$ cat src/rtl/sfr_pkg.sv
package sfr_pkg;
   typedef enum logic [2:0] {
      ST_IDLE  = 3'd0,
      ST_SETUP = 3'd1,
      ST_LOW   = 3'd2,
      ST_HIGH  = 3'd3,
      ST_TAIL  = 3'd4,
      ST_GUARD = 3'd5
   } sfr_state_e;
endpackage

$ cat src/rtl/sfr_phase_timer.sv
module sfr_phase_timer #(
   parameter int CW = 4
) (
   input  logic          clk_i,
   input  logic          rst_ni,
   input  logic          load_i,
   input  logic [CW-1:0] load_val_i,
   output logic          done_o
);
   logic [CW-1:0] cnt_q;

   always_ff @(posedge clk_i or negedge rst_ni) begin
      if (!rst_ni)                cnt_q <= '0;
      else if (load_i)            cnt_q <= load_val_i;
      else if (cnt_q != '0)       cnt_q <= cnt_q - 1'b1;
   end

   assign done_o = (cnt_q == '0);
endmodule

$ cat src/rtl/sfr_shift_capture.sv
module sfr_shift_capture #(
   parameter int DATA_W = 12
) (
   input  logic              clk_i,
   input  logic              rst_ni,
   input  logic              clear_i,
   input  logic              cap_i,
   input  logic              bit_i,
   output logic [DATA_W-1:0] shreg_o,
   output logic              last_o
);
   localparam int BW = $clog2(DATA_W) + 1;

   logic [BW-1:0]     cnt_q;
   logic [DATA_W-1:0] sh_q;

   always_ff @(posedge clk_i or negedge rst_ni) begin
      if (!rst_ni) begin
         cnt_q <= '0;
         sh_q  <= '0;
      end else if (clear_i) begin
         cnt_q <= '0;
      end else if (cap_i) begin
         cnt_q <= cnt_q + 1'b1;
         sh_q  <= {sh_q[DATA_W-2:0], bit_i};
      end
   end

   assign shreg_o = sh_q;
   assign last_o  = (cnt_q == BW'(DATA_W - 1));

   // never more than DATA_W captures in one frame
   assert_capture_bound_R3: assert property (@(posedge clk_i) disable iff (!rst_ni)
      cap_i |-> (cnt_q < BW'(DATA_W)));
endmodule

$ cat src/rtl/sfr_rx.sv
module sfr_rx
   import sfr_pkg::*;
#(
   parameter int DATA_W    = 12,
   parameter int SETUP_CYC = 3,
   parameter int LOW_CYC   = 3,
   parameter int HIGH_CYC  = 3,
   parameter int TAIL_CYC  = 2,
   parameter int GUARD_CYC = 4
) (
   input  logic              clk_i,
   input  logic              rst_ni,
   input  logic              conv_done_i,
   input  logic              sdata_i,
   output logic              fsync_n_o,
   output logic              sclk_o,
   output logic [DATA_W-1:0] word_o,
   output logic              word_valid_o,
   output logic              overrun_o
);
   localparam int M1   = (SETUP_CYC > LOW_CYC) ? SETUP_CYC : LOW_CYC;
   localparam int M2   = (HIGH_CYC > TAIL_CYC) ? HIGH_CYC : TAIL_CYC;
   localparam int M3   = (M1 > M2) ? M1 : M2;
   localparam int MAXC = (M3 > GUARD_CYC) ? M3 : GUARD_CYC;
   localparam int CW   = $clog2(MAXC) + 1;

   generate
      if (DATA_W < 2) begin : g_bad_width
         $error("sfr_rx: DATA_W must be at least 2");
      end
      if (SETUP_CYC < 1 || LOW_CYC < 1 || HIGH_CYC < 1 ||
          TAIL_CYC < 1 || GUARD_CYC < 1) begin : g_bad_timing
         $error("sfr_rx: every phase needs at least one cycle");
      end
   endgenerate

   sfr_state_e        st_q, st_d;
   logic              t_load, t_done, cap, clr, last;
   logic [CW-1:0]     t_val;
   logic [DATA_W-1:0] shreg;
   logic              fire;
   logic [DATA_W-1:0] word_q;
   logic              valid_q, ovr_q;

   sfr_phase_timer #(.CW(CW)) u_timer (
      .clk_i      (clk_i),
      .rst_ni     (rst_ni),
      .load_i     (t_load),
      .load_val_i (t_val),
      .done_o     (t_done)
   );

   sfr_shift_capture #(.DATA_W(DATA_W)) u_shift (
      .clk_i   (clk_i),
      .rst_ni  (rst_ni),
      .clear_i (clr),
      .cap_i   (cap),
      .bit_i   (sdata_i),
      .shreg_o (shreg),
      .last_o  (last)
   );

   always_comb begin
      st_d   = st_q;
      t_load = 1'b0;
      t_val  = '0;
      cap    = 1'b0;
      clr    = 1'b0;
      fire   = 1'b0;
      unique case (st_q)
         ST_IDLE: if (conv_done_i) begin
            st_d = ST_SETUP; t_load = 1'b1; t_val = CW'(SETUP_CYC - 1); clr = 1'b1;
         end
         ST_SETUP: if (t_done) begin
            cap = 1'b1; st_d = ST_LOW; t_load = 1'b1; t_val = CW'(LOW_CYC - 1);
         end
         ST_LOW: if (t_done) begin
            st_d = ST_HIGH; t_load = 1'b1; t_val = CW'(HIGH_CYC - 1);
         end
         ST_HIGH: if (t_done) begin
            cap = 1'b1; t_load = 1'b1;
            if (last) begin st_d = ST_TAIL; t_val = CW'(TAIL_CYC - 1); end
            else      begin st_d = ST_LOW;  t_val = CW'(LOW_CYC - 1);  end
         end
         ST_TAIL: if (t_done) begin
            fire = 1'b1; st_d = ST_GUARD; t_load = 1'b1; t_val = CW'(GUARD_CYC - 1);
         end
         ST_GUARD: if (t_done) st_d = ST_IDLE;
         default: st_d = ST_IDLE;
      endcase
   end

   always_ff @(posedge clk_i or negedge rst_ni) begin
      if (!rst_ni) begin
         st_q    <= ST_IDLE;
         word_q  <= '0;
         valid_q <= 1'b0;
         ovr_q   <= 1'b0;
      end else begin
         st_q    <= st_d;
         valid_q <= fire;
         if (fire) word_q <= shreg;
         if (conv_done_i && st_q != ST_IDLE) ovr_q <= 1'b1;
         else if (conv_done_i)               ovr_q <= 1'b0;
      end
   end

   assign fsync_n_o    = (st_q == ST_IDLE) || (st_q == ST_GUARD);
   assign sclk_o       = !((st_q == ST_LOW) || (st_q == ST_TAIL));
   assign word_o       = word_q;
   assign word_valid_o = valid_q;
   assign overrun_o    = ovr_q;

   // serial clock idles high outside a frame
   assert_sclk_idle_high_R1: assert property (@(posedge clk_i) disable iff (!rst_ni)
      fsync_n_o |-> sclk_o);
   // accepted start drops frame sync at the next edge
   assert_start_accept_R2: assert property (@(posedge clk_i) disable iff (!rst_ni)
      (conv_done_i && fsync_n_o && st_q == ST_IDLE) |=> !fsync_n_o);
   // falling serial-clock edges only inside a frame
   assert_fall_in_frame_R3: assert property (@(posedge clk_i) disable iff (!rst_ni)
      $fell(sclk_o) |-> !fsync_n_o);
   // frame sync rises only together with the strobe
   assert_fsync_rise_strobe_R5: assert property (@(posedge clk_i) disable iff (!rst_ni)
      $rose(fsync_n_o) |-> word_valid_o);
   // strobe lasts a single cycle
   assert_valid_pulse_R6: assert property (@(posedge clk_i) disable iff (!rst_ni)
      word_valid_o |=> !word_valid_o);
   // a dropped start sets the overrun flag
   assert_overrun_set_R7: assert property (@(posedge clk_i) disable iff (!rst_ni)
      (conv_done_i && st_q != ST_IDLE) |=> overrun_o);
endmodule

$ cat config.mk
export PLATFORM = sky130hd
export DESIGN_NAME = sfr_rx
export DESIGN_NICKNAME = d
export VERILOG_FILES = /design/src/rtl/sfr_pkg.sv /design/src/rtl/sfr_phase_timer.sv /design/src/rtl/sfr_shift_capture.sv /design/src/rtl/sfr_rx.sv
export SDC_FILE = /design/constraint.sdc
export NUM_CORES = 1
export LEC_CHECK = 0
export BUFFER_PORTS_ARGS = -buffer_cell sky130_fd_sc_hd__clkbuf_2
export CAP_MARGIN = 20
export CORE_ASPECT_RATIO = 2
export CORE_UTILIZATION = 25
export CTS_CLUSTER_SIZE = 40
export DETAILED_ROUTE_END_ITERATION = 10
export GPL_TIMING_DRIVEN = 0
export PLACE_DENSITY = 0.45
export SLEW_MARGIN = 10
export SYNTH_ARGS = -nofsm -noshare
export SYNTH_HDL_FRONTEND = slang
export SYNTH_SLANG_ARGS = --single-unit
export TNS_END_PERCENT = 50
$ cat constraint.sdc
create_clock -name clk_i -period 3.9 [get_ports clk_i]
set_input_delay 0.39 -clock clk_i [delete_from_list [all_inputs] [get_ports clk_i]]
set_output_delay 0.39 -clock clk_i [all_outputs]
set_load 0.05 [all_outputs]
==> qor.csv <==
stage,metric,value,unit
setup_path,delay of the slowest critical-path stage,440,ps
synthesis,Yosys cell types,35,
global_routing,first-pass GRT wire length,5720,um
synthesis,"flops & latches, synth",37,
pwr,cell leakage power,1.06,nW
drt,post-route ant nets,0,
drt,Avg Vias per Cell,4.36,
sta,Worst slew margin,0.358,
setup_path,FF-to-FF path depth,8,
sta,setup_tns,0,ps
cells_and_area,"most common cell after layout, fill and taps aside",nand2_1,
cells_and_area,fillcell total,678,
sta,Final Hold Fails,0,
sta,Worst Tran Pin Value,963,ps
synthesis,sequential area share after synthesis,0.546,
clock_tree,H-tree depth,2,
job,MaxCap Viol Count,0,
cells_and_area,Synth-to-Final Area Change,22.3,%
global_routing,largest net degree at the start of global routing,38,
placement,IO Port Bufs,19,
drt,Via Count,1186,
synthesis,synthesis warning total,0,
pwr,pwr/cell area,673,mW/mm^2
die,CORE AREA,0.00657,sq mm
sta,minimum clock period,2010,ps
clock_tree,CTS resizes,0,
drt,Post-route DRC,0,
clock_tree,hold_buf cts,0,
setup_path,Worst EP required,3510,ps
sta,RSZ-0062 raised after global routing,no,
setup_path,slowest cell on the critical path,dfrtp_1,
drt,DRT Wirelength,3470,um
synthesis,Mapped Cells,157,
global_routing,gr ovfl total,0,
setup_path,CP Class,reg -> out,
clock_tree,clk_lat worst skew,280,ps
sta,fmax,497,MHz
cells_and_area,layout cells sized above 1,0.228,
cells_and_area,layout net count,190,
die,die area,0.00714,sq mm
clock_tree,CTS Buffer Depth,2,
setup_path,CP cell instances,clkbuf_1 -> xor2_1 -> nor2_1 -> clkbuf_2,
placement,Final HPWL DP,2510,um
setup_path,CP endpoint kind,primary output,
min_path,HP Class,in -> async,
cells_and_area,# diodes,0,
die,Site Rows,42,
global_routing,GR Util All Layers,0.109,
clock_tree,clk slew on worst S/H paths,50,ps
drt,Initial DRT Pass Iterations,4,
status,outcome,finished clean,
synthesis,syn_nets,164,
pwr,Max rail drop VDD,0.161,mV
die,IO Count,20,
setup_path,Arrival @ worst endpoint,1620,ps
sta,setup violators final,0,
die,Initial Util,0.258,
setup_path,CP Max Fanout,10,
clock_tree,CTS Sinks,37,
cells_and_area,Layout Utilization,0.316,
die,Die Wd,60.3,um
sta,fin crit share,0.516,
setup_path,Critical Path Source Type,flip-flop,
global_routing,initial antenna violation count,0,
clock_tree,root buffer cell,clkbuf_16,
die,die height,119,um
clock_tree,Num CTS Buffers,5,
clock_tree,post-CTS setup buffer count,0,
placement,routability cong.,0.722,
drt,mean routed wirelength per cell,12.8,um
synthesis,Post-Syn Area,0.00170,sq mm
synthesis,Avg Inst Size Synth,10.8,sq um
global_routing,vias in the first global route,1219,
cells_and_area,most frequent cells in the layout,"nand2_1 (43), dfrtp_1 (37), clkbuf_2 (19)",
drt,DR iter-0 viols,48,
clock_tree,CTS tree,done,
sta,clk_skew,3.28,ps
sta,Slew Limit Fails,0,
==> synth_stat cells <==
| library cell | count | share of area |
|---|---|---|
| xor2_1 | 3 | 0.015 |
| nor4bb_1 | 2 | 0.012 |
| and3_1 | 2 | 0.0074 |
| nor3_1 | 1 | 0.0029 |
| a21oi_1 | 2 | 0.0059 |
| clkbuf_1 | 5 | 0.011 |
| a221oi_1 | 2 | 0.010 |
| inv_1 | 4 | 0.0088 |
| a311oi_1 | 1 | 0.0052 |
| or3_1 | 1 | 0.0037 |
| or4b_1 | 1 | 0.0059 |
| nand3b_1 | 2 | 0.0088 |
| nor2_1 | 6 | 0.013 |
| mux2i_1 | 3 | 0.018 |
| nand2b_1 | 2 | 0.0074 |
| nor2b_1 | 1 | 0.0037 |
| o21bai_1 | 2 | 0.0088 |
| mux2_2 | 1 | 0.0066 |
| mux2_4 | 9 | 0.080 |
| buf_6 | 2 | 0.013 |
| o21ai_1 | 1 | 0.0029 |
| o21ai_0 | 2 | 0.0059 |
| o211a_1 | 1 | 0.0059 |
| and3b_1 | 1 | 0.0052 |
| nand4_1 | 3 | 0.011 |
| nand3_1 | 3 | 0.0088 |
| nor2_2 | 1 | 0.0037 |
| a21o_1 | 1 | 0.0044 |
| nand4b_1 | 1 | 0.0052 |
| buf_2 | 3 | 0.0088 |
| and2_1 | 2 | 0.0074 |
| dfrtp_1 | 37 | 0.55 |
| ha_1 | 3 | 0.022 |
| mux2_1 | 3 | 0.020 |
| nand2_1 | 43 | 0.095 |
==> kinds of logic after synthesis <==
kind of cell / after synthesis / share of synthesized area
simple gates: 72 / 0.201
fa+ha+maj: 3 / 0.0221
xor+xnor: 3 / 0.0155
compound gates: 12 / 0.0494
flops: 37 / 0.546
mux: 16 / 0.124
buf+inv: 14 / 0.0420
==> stage by stage <==
stage               total power [mW]  area (sq um)  instances  worst slack (ps)  hold slack [ps]
floorplan                      0.829          1700        157              2070             94.4
global placement               0.932          1900        264              2030              471
detailed placement             0.941          1900        264              2010              472
CTS                             1.42          2070        272              1870              292
global route                    1.49          2070        272              1750              331
finish                          1.40          2070        272              1890              249
==> where the power goes <==
group          internal (mW)  switching [mW]  leakage [nW]
clock network          0.319           0.152        0.0841
registers              0.477          0.0732         0.486
logic                  0.144           0.229         0.491
total                  0.941           0.455          1.06
==> metal layers <==
layer  global-route usage  routed length [um]
met3               0.0241                 110
met4               0.0712                 126
met2                0.188                1820
met1                0.112                1410
met5                    0                   0
==> sequential cells by signal, summed over array words and instances, names as in the netlist <==
signal and flops:
overrun_o 1, st_q 3, u_shift.cnt_q 5, u_shift.shreg_o 12, u_timer.cnt_q 3, word_o 12
word_valid_o 1
==> final timing paths <==
path                             startpoint                  to  slack [ps]
max in group asynchronous            rst_ni  u_shift.shreg_o[3]        3040
min in group clk_i                  sdata_i  u_shift.shreg_o[0]         310
max reg2reg                u_timer.cnt_q[0]           word_o[7]        2030
min                                  rst_ni          word_o[10]         250
min reg2reg                u_shift.cnt_q[3]    u_shift.cnt_q[3]         470
max                                 st_q[2]           fsync_n_o        1890
==> critical path: cells and delay by family (launching register included) <==
kind                   cells  cell delay, ps
buffers and inverters      2             670
AND/OR/NAND/NOR            1             110
flip-flops                 1             440
XOR/XNOR                   1             120
==> final cells by class <==
cell class	count	area [sq um]	share of cell area
inverter	4	15.0	0.00724
buffer	10	56.3	0.0271
timing repair buffer	19	95.1	0.0458
tap	88	110	0.0531
sequential	37	926	0.446
multi-input combinational	106	699	0.337
clock inverter	1	30.0	0.0145
clock buffer	7	143	0.0688
No activity file was read; power rests on OpenSTA's default activity.
